<file path="src/rtl/uwire_rd_pkg.sv">
package uwire_rd_pkg;

  // start bit followed by the two-bit read opcode
  localparam logic [2:0] READ_PREFIX = 3'b110;

  typedef enum logic [2:0] {
    ST_IDLE,
    ST_CMD,
    ST_GAP,
    ST_DATA,
    ST_TAIL
  } rdState_t;

  // strobes from the sequencer to the shift datapath
  typedef struct packed {
    logic load;
    logic rise;
    logic fall;
    logic shiftCmd;
    logic sampleIn;
    logic publish;
  } pathCtl_t;

endpackage

</file>
<file path="src/rtl/uwire_rd_tick.sv">
module uwire_rd_tick #(
  parameter int DIV_W = 8
) (
  input  logic             clk,
  input  logic             rstN,
  input  logic             run,
  input  logic [DIV_W-1:0] clkDiv,
  output logic             tick
);

  logic [DIV_W-1:0] cnt;

  always_ff @(posedge clk or negedge rstN) begin
    if (!rstN) begin
      cnt <= '0;
    end else if (!run || cnt == clkDiv) begin
      cnt <= '0;
    end else begin
      cnt <= cnt + 1'b1;
    end
  end

  assign tick = run && (cnt == clkDiv);

endmodule

</file>
<file path="src/rtl/uwire_rd_ctrl.sv">
module uwire_rd_ctrl
  import uwire_rd_pkg::*;
#(
  parameter int ADDR_W = 6,
  parameter int DATA_W = 16
) (
  input  logic     clk,
  input  logic     rstN,
  input  logic     reqValid,
  input  logic     reqByteMode,
  input  logic     extraCycle,
  input  logic     tick,
  output logic     busy,
  output logic     serCs,
  output logic     done,
  output pathCtl_t ctl
);

  localparam int CMD_WORD  = 3 + ADDR_W;
  localparam int CMD_BYTE  = CMD_WORD + 1;
  localparam int DATA_BYTE = DATA_W / 2;
  localparam int CNT_W     = $clog2(CMD_BYTE + DATA_W + 1);

  rdState_t         state;
  logic             phaseHigh;
  logic [CNT_W-1:0] bitCnt;
  logic             byteSel;
  logic             extraSel;
  logic [CNT_W-1:0] dataLast;

  assign busy     = (state != ST_IDLE);
  assign dataLast = byteSel ? CNT_W'(DATA_BYTE - 1) : CNT_W'(DATA_W - 1);

  always_comb begin
    ctl          = '0;
    ctl.load     = (state == ST_IDLE) && reqValid;
    ctl.rise     = tick && !phaseHigh && (state != ST_TAIL);
    ctl.fall     = tick && phaseHigh;
    ctl.shiftCmd = ctl.fall && (state == ST_CMD);
    ctl.sampleIn = ctl.rise && (state == ST_DATA);
    ctl.publish  = ctl.fall && (state == ST_DATA) && (bitCnt == '0);
  end

  always_ff @(posedge clk or negedge rstN) begin
    if (!rstN) begin
      state     <= ST_IDLE;
      phaseHigh <= 1'b0;
      bitCnt    <= '0;
      byteSel   <= 1'b0;
      extraSel  <= 1'b0;
      serCs     <= 1'b0;
      done      <= 1'b0;
    end else begin
      done <= 1'b0;
      unique case (state)
        ST_IDLE: begin
          if (reqValid) begin
            state     <= ST_CMD;
            byteSel   <= reqByteMode;
            extraSel  <= extraCycle;
            bitCnt    <= reqByteMode ? CNT_W'(CMD_BYTE - 1) : CNT_W'(CMD_WORD - 1);
            phaseHigh <= 1'b0;
            serCs     <= 1'b1;
          end
        end
        ST_CMD, ST_GAP, ST_DATA: begin
          if (tick) begin
            if (!phaseHigh) begin
              phaseHigh <= 1'b1;
            end else begin
              phaseHigh <= 1'b0;
              if (bitCnt != '0) begin
                bitCnt <= bitCnt - 1'b1;
              end else if (state == ST_CMD) begin
                if (extraSel) begin
                  state  <= ST_GAP;
                  bitCnt <= '0;
                end else begin
                  state  <= ST_DATA;
                  bitCnt <= dataLast;
                end
              end else if (state == ST_GAP) begin
                state  <= ST_DATA;
                bitCnt <= dataLast;
              end else begin
                state  <= ST_TAIL;
                bitCnt <= CNT_W'(1);
                serCs  <= 1'b0;
                done   <= 1'b1;
              end
            end
          end
        end
        ST_TAIL: begin
          if (tick) begin
            if (bitCnt != '0) bitCnt <= bitCnt - 1'b1;
            else              state  <= ST_IDLE;
          end
        end
        default: state <= ST_IDLE;
      endcase
    end
  end

endmodule

</file>
<file path="src/rtl/uwire_rd_path.sv">
module uwire_rd_path
  import uwire_rd_pkg::*;
#(
  parameter int ADDR_W = 6,
  parameter int DATA_W = 16
) (
  input  logic              clk,
  input  logic              rstN,
  input  pathCtl_t          ctl,
  input  logic [ADDR_W:0]   reqAddr,
  input  logic              reqByteMode,
  input  logic              serIn,
  output logic              serClk,
  output logic              serOut,
  output logic [DATA_W-1:0] rdData
);

  localparam int CMD_W = ADDR_W + 4;

  logic [CMD_W-1:0]  cmdSh;
  logic [DATA_W-1:0] dataSh;
  logic [CMD_W-1:0]  cmdWord;
  logic [CMD_W-1:0]  cmdByte;

  // word command is left aligned, padded with a trailing zero
  assign cmdWord = {READ_PREFIX, reqAddr[ADDR_W-1:0], 1'b0};
  assign cmdByte = {READ_PREFIX, reqAddr};
  assign serOut  = cmdSh[CMD_W-1];

  always_ff @(posedge clk or negedge rstN) begin
    if (!rstN) begin
      cmdSh  <= '0;
      dataSh <= '0;
      rdData <= '0;
      serClk <= 1'b0;
    end else begin
      if (ctl.load) begin
        cmdSh  <= reqByteMode ? cmdByte : cmdWord;
        dataSh <= '0;
      end else begin
        if (ctl.shiftCmd) cmdSh  <= {cmdSh[CMD_W-2:0], 1'b0};
        if (ctl.sampleIn) dataSh <= {dataSh[DATA_W-2:0], serIn};
      end
      if (ctl.rise)         serClk <= 1'b1;
      else if (ctl.fall)    serClk <= 1'b0;
      if (ctl.publish)      rdData <= dataSh;
    end
  end

endmodule

</file>
<file path="src/rtl/uwire_rom_reader.sv">
module uwire_rom_reader
  import uwire_rd_pkg::*;
#(
  parameter int ADDR_W = 6,
  parameter int DATA_W = 16,
  parameter int DIV_W  = 8
) (
  input  logic              clk,
  input  logic              rstN,
  input  logic              reqValid,
  input  logic [ADDR_W:0]   reqAddr,
  input  logic              reqByteMode,
  input  logic              extraCycle,
  input  logic [DIV_W-1:0]  clkDiv,
  output logic              busy,
  output logic              done,
  output logic [DATA_W-1:0] rdData,
  output logic              serCs,
  output logic              serClk,
  output logic              serOut,
  input  logic              serIn
);

  pathCtl_t ctl;
  logic     tick;

  uwire_rd_tick #(.DIV_W(DIV_W)) tickGen (
    .clk    (clk),
    .rstN   (rstN),
    .run    (busy),
    .clkDiv (clkDiv),
    .tick   (tick)
  );

  uwire_rd_ctrl #(.ADDR_W(ADDR_W), .DATA_W(DATA_W)) seq (
    .clk         (clk),
    .rstN        (rstN),
    .reqValid    (reqValid),
    .reqByteMode (reqByteMode),
    .extraCycle  (extraCycle),
    .tick        (tick),
    .busy        (busy),
    .serCs       (serCs),
    .done        (done),
    .ctl         (ctl)
  );

  uwire_rd_path #(.ADDR_W(ADDR_W), .DATA_W(DATA_W)) shifter (
    .clk         (clk),
    .rstN        (rstN),
    .ctl         (ctl),
    .reqAddr     (reqAddr),
    .reqByteMode (reqByteMode),
    .serIn       (serIn),
    .serClk      (serClk),
    .serOut      (serOut),
    .rdData      (rdData)
  );

endmodule

</file>
<file path="config.mk">
export PLATFORM = sky130hd
export DESIGN_NAME = uwire_rom_reader
export DESIGN_NICKNAME = d
export VERILOG_FILES = /design/src/rtl/uwire_rd_pkg.sv /design/src/rtl/uwire_rd_tick.sv /design/src/rtl/uwire_rd_ctrl.sv /design/src/rtl/uwire_rd_path.sv /design/src/rtl/uwire_rom_reader.sv
export SDC_FILE = /design/constraint.sdc
export NUM_CORES = 1
export LEC_CHECK = 0
export BUFFER_PORTS_ARGS = -buffer_cell sky130_fd_sc_hd__buf_4
export CAP_MARGIN = 20
export CORE_MARGIN = 5
export CORE_UTILIZATION = 55
export CTS_BUF_LIST = sky130_fd_sc_hd__clkbuf_8
export DETAILED_ROUTE_END_ITERATION = 16
export PLACE_DENSITY_LB_ADDON = 0.08
export SLEW_MARGIN = 20
export SYNTH_ARGS = -nofsm -noshare
export SYNTH_HDL_FRONTEND = slang
export SYNTH_SLANG_ARGS = --single-unit
</file>
<file path="constraint.sdc">
create_clock -name clk -period 7.56 [get_ports clk]
set_clock_uncertainty 0.2 [all_clocks]
set_input_delay 0 -clock clk [delete_from_list [all_inputs] [get_ports clk]]
set_output_delay 0 -clock clk [all_outputs]
set_load 0.02 [all_outputs]
</file>
==> results of run 1 <==
## registers in the layout, indices dropped and copies added (netlist names), 3 cells and up
signal,flops
tickGen.cnt,8
shifter.cmdSh,10
shifter.rdData,16
seq.state,3
shifter.dataSh,16
seq.bitCnt,5
## cells in the mapped netlist (all sizes together), types with 2 or more instances
master  count  share of area
mux2i      23          0.074
a21oi      13          0.021
clkbuf     10          0.012
nor3        2         0.0032
xor2       10          0.028
nor2b       9          0.018
and3        3         0.0064
dfrtp      64           0.52
o22ai       2         0.0040
nand4       3         0.0060
nor3b       2         0.0048
nand2      28          0.034
xnor2       5          0.014
buf         4          0.017
ha          2         0.0081
nor4        2         0.0081
or2         2         0.0040
o21ai      15          0.024
nor2       30          0.036
a211oi      6          0.015
inv         6         0.0073
mux2       18          0.075
nand3       6         0.0097
o31a        2         0.0056
## cell families (layout without fill, tap and decap cells)
kind of cell / count (synthesis) / in the layout / synth area share
simple gates: 94 / 94 / 0.1568
flops: 64 / 64 / 0.5159
compound gates: 46 / 46 / 0.09150
mux: 41 / 41 / 0.1491
buf+inv: 20 / 81 / 0.03628
xor+xnor: 15 / 15 / 0.04232
fa+ha+maj: 2 / 2 / 0.008060
## metal layers
metal,up-vias,share of wire,track usage
met1,1086,0.49,0.2726
met4,0,0.012,0.08489
li1,1097,-,-
met3,6,0.040,0.03495
met5,-,0,0
met2,53,0.46,0.2811
## what timing repair did
item / 4_1_cts / 5_1_grt
setup buffers: 0 / 0
hold buffers: 19 / 0
gates resized for setup: 0 / 0
endpoints found under the hold margin: 78 / 0
## final cells by class
type | instances | area share
clock buffer | 9 | 0.03268
clock inverter | 6 | 0.01618
inverter | 6 | 0.005943
multi-input combinational | 198 | 0.3674
sequential | 64 | 0.4226
tap | 72 | 0.02377
timing repair buffer | 60 | 0.1314
## final timing paths
path / slack (ps) / to / startpoint
max in group asynchronous: 6540 / shifter.rdData[4] / rstN
worst min register to register: 300 / seq.byteSel / seq.byteSel
worst max register to register: 4520 / shifter.cmdSh[4] / seq.state[1]
worst min-delay path: 90 / shifter.cmdSh[3] / rstN
min in group clk: 120 / tickGen.cnt[1] / clkDiv[0]
worst max-delay path: 4520 / shifter.cmdSh[4] / seq.state[1]
## worst register-to-register path: cells and delay by family (launching register included)
| family | cells | cell delay, ps |
|---|---|---|
| simple gates | 3 | 1110 |
| buf+inv | 1 | 600 |
| flops | 1 | 490 |
| compound gates | 2 | 490 |
## power groups by stage
stage               clock [W]  sequential (W)  combinational, W
finish               0.000280        0.000438          0.000172
floorplan                   0        0.000431          0.000126
global route         0.000308        0.000444          0.000197
detailed placement          0        0.000444          0.000166
CTS                  0.000290        0.000437          0.000173
global placement            0        0.000441          0.000164
## through the flow
stage,util,power [W]
final,0.6883,0.0008892
after global routing,0.6883,0.0009496
after CTS,0.6878,0.0008993
after detailed placement,0.6196,0.0006095
after global placement,0.6196,0.0006054
after floorplan,-,0.0005564
## layout by cell type (no fill, tap or decap), types with 8 or more instances in the layout
cell / netlist / layout
sky130_fd_sc_hd__a21oi_1: 13 / 13
sky130_fd_sc_hd__mux2i_1: 23 / 23
sky130_fd_sc_hd__mux2_4: 8 / 8
sky130_fd_sc_hd__nand2_1: 28 / 28
sky130_fd_sc_hd__mux2_2: 10 / 10
sky130_fd_sc_hd__buf_4: 1 / 41
sky130_fd_sc_hd__xor2_1: 10 / 10
sky130_fd_sc_hd__o21ai_0: 15 / 15
sky130_fd_sc_hd__nor2b_1: 9 / 9
sky130_fd_sc_hd__nor2_1: 30 / 29
sky130_fd_sc_hd__dfrtp_1: 64 / 64
sky130_fd_sc_hd__clkbuf_8: 0 / 9
sky130_fd_sc_hd__dlygate4sd3_1: 0 / 19
==> flow_results.org, run 1 <==
** Power
- The worst-case IR drop observed on VDD is between 100 and 150 uV.
- Clock group share of total power :: 0.315
- Sequential Power Share :: 0.492
- Cell internal power was estimated by the tool at 0.0006238 W.
- Power spread over the standard cell area amounts to ~230 nW/um^2.
- Of the total power, the share spent switching nets is 0.2984.
- Sw Pwr :: ~0.00027 W
- The analysis attributes to cell leakage a power of approximately 1.8 nW.
- Fraction of power consumed by combinational cells :: 0.193

** Critical path
- Data required time at the worst endpoint :: roughly 7500 ps
- Arrival time at the worst endpoint :: ~3000 ps
- Start-to-end type of the worst setup path :: reg2reg
- On the critical path the largest part of the delay comes from simple AND/OR/NAND/NOR gates.
- Max incr delay on CP :: approximately 600 ps
- Critical path endpoint category :: register
- Counting buffers and inverters, the worst setup path is 6 cells deep.
- Maximum fanout along the worst path :: 26
- Traced cell by cell, the critical path runs through or2_2 -> nor2_1 -> nand2_1 -> a211oi_1 -> dlygate4sd3_1 -> a21oi_1.
- STA classifies the critical path startpoint as a register.
- For the worst flop-to-flop path, the logic depth is 6.
- CP max-delay cell :: sky130_fd_sc_hd__dlygate4sd3_1
- Critical path buffer and inverter count :: 1

** Clock tree
- The root buffer cell chosen for the clock tree is sky130_fd_sc_hd__clkbuf_8.
- Number of clock sinks seen by CTS :: between 60 and 70
- Clock tree from TritonCTS :: yes
- Clock latency on the worst-skew pair, taken at its later pin, is ~330 ps.
- Buffers inserted during clock tree synthesis total 9.
- Clk slew on worst S/H paths :: 70 ps
- Buffer levels on the longest clock path :: 2
- H-Tree Level Count :: 3

** STA
- Timing would allow up to around 0.33 GHz.
- For the pin with the worst max-slew slack, the measured transition is 861.1 ps.
- Subtracting the final worst setup slack from the clock period gives approximately 3000 ps.
- Final cycle utilization of the critical path :: 0.4028
- The number of failing hold endpoints at the final stage was 0.
- Post-route worst setup slack :: 4515 ps
- Setup violations remaining at the end of the flow were counted as 0.
- Headroom to the max-slew limit came out at 0.4245.
- RSZ-0062 raised after global routing :: false
- Across all hold checks on the routed design, the worst slack comes to slightly above 90 ps.
- For the final routed database, the setup TNS stands at 0 ps.
- The final max-slew violation count is 0.

** Route
- After detailed routing, the number of vias per cell comes to around 5.4.
- Routed WL :: between 6000 and 7000 um
- Detailed router's first-iteration violation count :: ~130
- Pre-antenna DRT Iters :: 5
- Detail-routed net length per standard cell :: about 15 um
- After detailed routing, the number of remaining DRC violations is 0.
- The routed layout has about 2200 vias.
- The detail route stage leaves a number of antenna-violating nets equal to 0.

** Global route
- Across every metal layer, demand over resource in global routing totals 0.1901.
- Number of global-route vias before repair :: roughly 2300
- The initial antenna violation count came to 0.
- The total overflow left after global routing is 0.
- Largest net degree at the start of global routing :: between 60 and 70
- The first global-routing pass estimated ~11000 um of wire.

** Die
- The die is 85.13 um tall.
- The initial utilization of the core area, before any placement, comes to 0.5637.
- In this run the core area contains 27 standard-cell rows.
- Total die area :: 7246 um^2
- In this run the horizontal extent of the chip is about 85 um.
- 42 I/O pins were placed.
- The core region is ~5500 um^2.

** Layout
- Area of combinational cells with multiple inputs :: around 1400 um^2
- The area growth from synthesis to layout is 22.09%.
- Antenna fix cells :: 0
- Fill cell count :: ~440
- Final std cells w/o fill :: approximately 420
- Of the cells placed in the final design, the portion with a size suffix greater than 1 is 0.2507.
- Nets@finish :: about 360
- Once layout is done, the placed cells without fillers occupy around 3800 um^2.
- Registers take roughly 1600 um^2.

** Logic synthesis
- Yosys cell types :: 43
- Warnings from Yosys :: 0
- Mean area per synthesized cell :: about 11 um^2
- In the synthesized netlist, the number of instances is roughly 280.
- For this run, the register share of the synthesized area comes to 0.5159.
- Among all flip-flop cells after synthesis, the most frequent one is sky130_fd_sc_hd__dfrtp_1.
- Counting flops and latches in the post-synthesis netlist gives 64.
- Summed instance area of the synthesized netlist :: roughly 3100 um^2
- Net Count, Synth :: around 310
- Count of flip-flops with a built-in enable after synthesis :: 0
- Ys async rst share :: 1.000

** Place
- During placement, the flow inserted port buffers numbering between 40 and 50.
- Placed instance count :: approximately 380
- The congestion estimate from routability-driven global placement came to between 0.8 and 0.9.
- Cell area after placement :: between 3000 and 4000 um^2
- Worst setup timing slack at the placement stage :: between 4000 and 5000 ps
- Summed over all nets, the half-perimeter wirelength after detailed placement is approximately 4000 um.

** Min path
- In this run the worst hold path is classified as in2async.

** Flow run
- Across the run, the number of max-cap violations was 0.

** Run status
- The flow ran to the end, and the final reports show no timing, DRC or antenna violations.
Power figures use the tool's default switching activity.
==> run 2, diff against run 1 <==
CORE_UTILIZATION = 54   (was 55)
clock period = 2.6 ns   (was 7.56 ns; I/O delays follow)
==> run 2 against run 1 <==
Effect of this change:
- first-iteration DRC count is 44% lower
- sequential cell count stayed put
- setup slack worse by 4400 ps
- routed wire length is 4.6% higher
- sequential power grew to 2.9 times the previous value
- sequential share of layout area is 1.3 points lower
- clock power grew to 3.8 times the previous value
- non-clock buffer count is 6 higher
- worst hold slack worse by 10 ps
- global-route usage is 0.51 points higher
- utilization is 1.7 points higher
- critical endpoint is now seq.bitCnt[2]
- largest cell class unchanged
- largest power group unchanged
==> flow_results.org, run 2 (synthesized netlist as in run 1, its figures left out) <==
** Run status
- The run finished with clean final reports.

** Power
- Clock group share of total power :: 0.373 (+0.058)
- The worst ir drop on vdd was 430.0 uV (+190%).
- Sequential Power Share :: 0.440 (-0.052)
- Pwr Density :: 736.8 nW/um^2 (+210%)
- Net switching share of the total power :: 0.2811 (-0.01735)
- The cell-internal power was 0.002070 W (+230%).
- Sw Pwr :: 0.0008095 W (+210%)
- The total power consumption of the routed design was 0.002880 W (+220%).
- The static leakage power was 1.890 nW (+3.1%).
- Fraction of power consumed by combinational cells :: 0.187 (-0.006)

** STA
- Final total negative setup slack :: 0 ps (unchanged)
- The number of failing hold endpoints at the final stage came to 0 (unchanged).
- The peak clock frequency supported by timing was 0.4102 GHz (+25%).
- Final Max Tran Viols :: 0 (unchanged)
- The shortest clock period the worst path allows after layout is 2438 ps (-607.1 ps).
- Setup repair after global routing left no endpoint under its margin.
- Tightest Pin Transition :: 803.3 ps (-57.83 ps)
- The worst path setup slack after routing came to 162.1 ps (-4353 ps).
- Final cycle utilization of the critical path :: 0.9376 (+0.5349)
- The relative max-transition margin was 0.4645 (+0.03995).
- The number of setup violations in the final report was 0 (unchanged).

** Place
- Routability cong. :: 0.8735 (+1.8%)
- The placed wire-length estimate was 4266 um (+7.5%).
- The post-placement cell count is 391 (+2.6%).
- Worst setup timing slack at the placement stage :: 181.8 ps (-4583 ps)
- The quantity of I/O buffers inserted on ports was 41 (unchanged).

** Route
- The total via count in the routed design is 2274 (+1.4%).
- The via density per instance came to 5.389 (-0.26%).
- Routed WL :: 6563 um (+4.6%)
- DRT antenna net count :: 0 (unchanged)
- The post-route DRC violation count was 0 (unchanged).
- The iteration-0 DRC count of the detailed router is 70 (-44%).
- The wire length per cell was 15.55 um (+2.9%).
- The total iterations of the first detailed-routing run is 4 (-1).

** Die
- The die outline width is 85.82 um (+0.82%).
- Number of top-level design ports :: 42 (unchanged)
- Count of standard-cell rows :: 27 (unchanged)
- The area of the core is 5540 um^2 (+0.61%).
- The height of the die is 85.82 um (+0.82%).
- The effective utilization at floorplan was 0.5603 (-0.003437).
- Total die area :: 7365 um^2 (+1.6%)

** Critical path
- Startpoint kind of the worst setup timing path :: register
- Arrival time at the worst endpoint :: 2460 ps (-560 ps)
- Maximum fanout along the worst path :: 4 (-85%)
- STA classifies the critical path endpoint as a register.
- Data required time at the worst endpoint :: 2620 ps (-4920 ps)
- The setup path with the least slack is of type reg2reg.

** Clock tree
- The maximum clock insertion buffer count came to 2 (unchanged).
- The clock latency of the later-clocked register in the worst-skew pair was 340 ps (about the same).
- The clock sink total came to 64 (unchanged).
- The number of buffers created by CTS is 9 (unchanged).
- The number of H-tree branching levels was 3 (unchanged).
- TritonCTS built the clock tree.
- Clock root cell :: sky130_fd_sc_hd__clkbuf_8
- Clk slew on worst S/H paths :: 70 ps (about the same)

** Global route
- Number of global-route vias before repair :: 2356 (+4.2%)
- GRT Overall Usage :: 0.1952 (+0.005107)
- The largest net degree at the start of global routing is 65 (unchanged).
- Total congestion overflow after global routing :: 0 (unchanged)
- The wire length of the first global-routing pass was 11310 um (+2.7%).
- The initial antenna violation count was 0 (unchanged).

** Layout
- The area of the multi-input gates came to 1405 um^2 (+0.90%).
- Final std cells w/o fill :: 422 (+1.7%)
- Registers with the most flip-flops :: shifter.dataSh: 16 flops, shifter.rdData: 16 flops, shifter.cmdSh: 10 flops
- Leaving out fill and tap cells, the most frequent cells in the layout are sky130_fd_sc_hd__dfrtp_1 (64), sky130_fd_sc_hd__buf_4 (50), sky130_fd_sc_hd__nor2_1 (29), sky130_fd_sc_hd__nand2_1 (28), sky130_fd_sc_hd__mux2i_1 (23).
- The share of post-route cells with drive strength above 1 is 0.2800 (+0.02927).
- Area growth from synthesis to final layout :: 25.92%
- Antenna fix cells :: 0 (unchanged)
- Layout Utilization :: 0.7055 (+0.01726)
- The library cell used most frequently in the layout, excluding fill and tap cells, is sky130_fd_sc_hd__dfrtp_1.
- The count of nets after finishing came to 368 (+1.7%).
- Area taken by flip-flops and latches :: 1602 um^2 (unchanged)
- Fill cell count :: 417 (-4.4%)

** Flow run
- Maxcap violations :: 0 (unchanged)

** Min path
- Min-Delay Path Class :: in2async
[run 2: worst max-delay path: stages, from the launching register on]
cell	delay [ps]
sky130_fd_sc_hd__dfrtp_1	420
sky130_fd_sc_hd__inv_1	90
sky130_fd_sc_hd__ha_1	210
sky130_fd_sc_hd__or4b_2	660
sky130_fd_sc_hd__o31ai_2	300
sky130_fd_sc_hd__o21a_1	180
sky130_fd_sc_hd__a2bb2oi_1	170
sky130_fd_sc_hd__o21ai_0	100
[run 2: cell type report]
cell class / count / share of cell area
flip-flops and latches: 64 / 0.4097
repair buffers: 66 / 0.1373
clock inverters: 6 / 0.02945
clock buffers: 10 / 0.03521
well taps: 72 / 0.02305
multi-input cells: 198 / 0.3595
inverters: 6 / 0.005762
[run 2: repair_timing]
item                                   in CTS  in global routing
setup endpoints to repair                   0                  2
hold buffers                               15                  0
resized for setup                           0                  5
endpoints found under the hold margin      83                  0
buffers inserted                            0                  0
[run 2: stage by stage]
step	hold slack (ps)	instance area (um^2)
after global placement	-60.28	3487
after detailed placement	-68.44	3487
final	83.23	3909
after global routing	193.0	3909
after floorplan	-495.6	3104
after CTS	114.7	3890
[run 2: path summary, 6_finish.rpt]
| check | from | end | slack, ps | cells past startpoint |
|---|---|---|---|---|
| max in group asynchronous | rstN | shifter.rdData[0] | 1590 | 2 |
| max reg2reg | seq.bitCnt[0] | seq.bitCnt[2] | 160 | 7 |
| max | seq.bitCnt[0] | seq.bitCnt[2] | 160 | 7 |
| min reg2reg | shifter.dataSh[15] | shifter.rdData[15] | 310 | 1 |
| min | rstN | tickGen.cnt[6] | 80 | 2 |
| min in group clk | clkDiv[7] | shifter.serClk | 160 | 5 |
[run 2: power groups by stage]
stage,combinational (W),clock (W),sequential (W)
finish,0.000540,0.00107,0.00127
floorplan,0.000365,0,0.00125
CTS,0.000542,0.00108,0.00126
global route,0.000612,0.00113,0.00128
detailed placement,0.000516,0,0.00128
global placement,0.000498,0,0.00128
[run 2: metal layers]
layer | part of all wire | wire [um] | GRT usage | vias up
li1 | - | - | - | 1108
met1 | 0.47 | 3081 | 0.2709 | 1090
met2 | 0.47 | 3068 | 0.2987 | 65
met3 | 0.046 | 301 | 0.03650 | 11
met4 | 0.017 | 112 | 0.08777 | 0
met5 | 0 | 0 | 0 | -
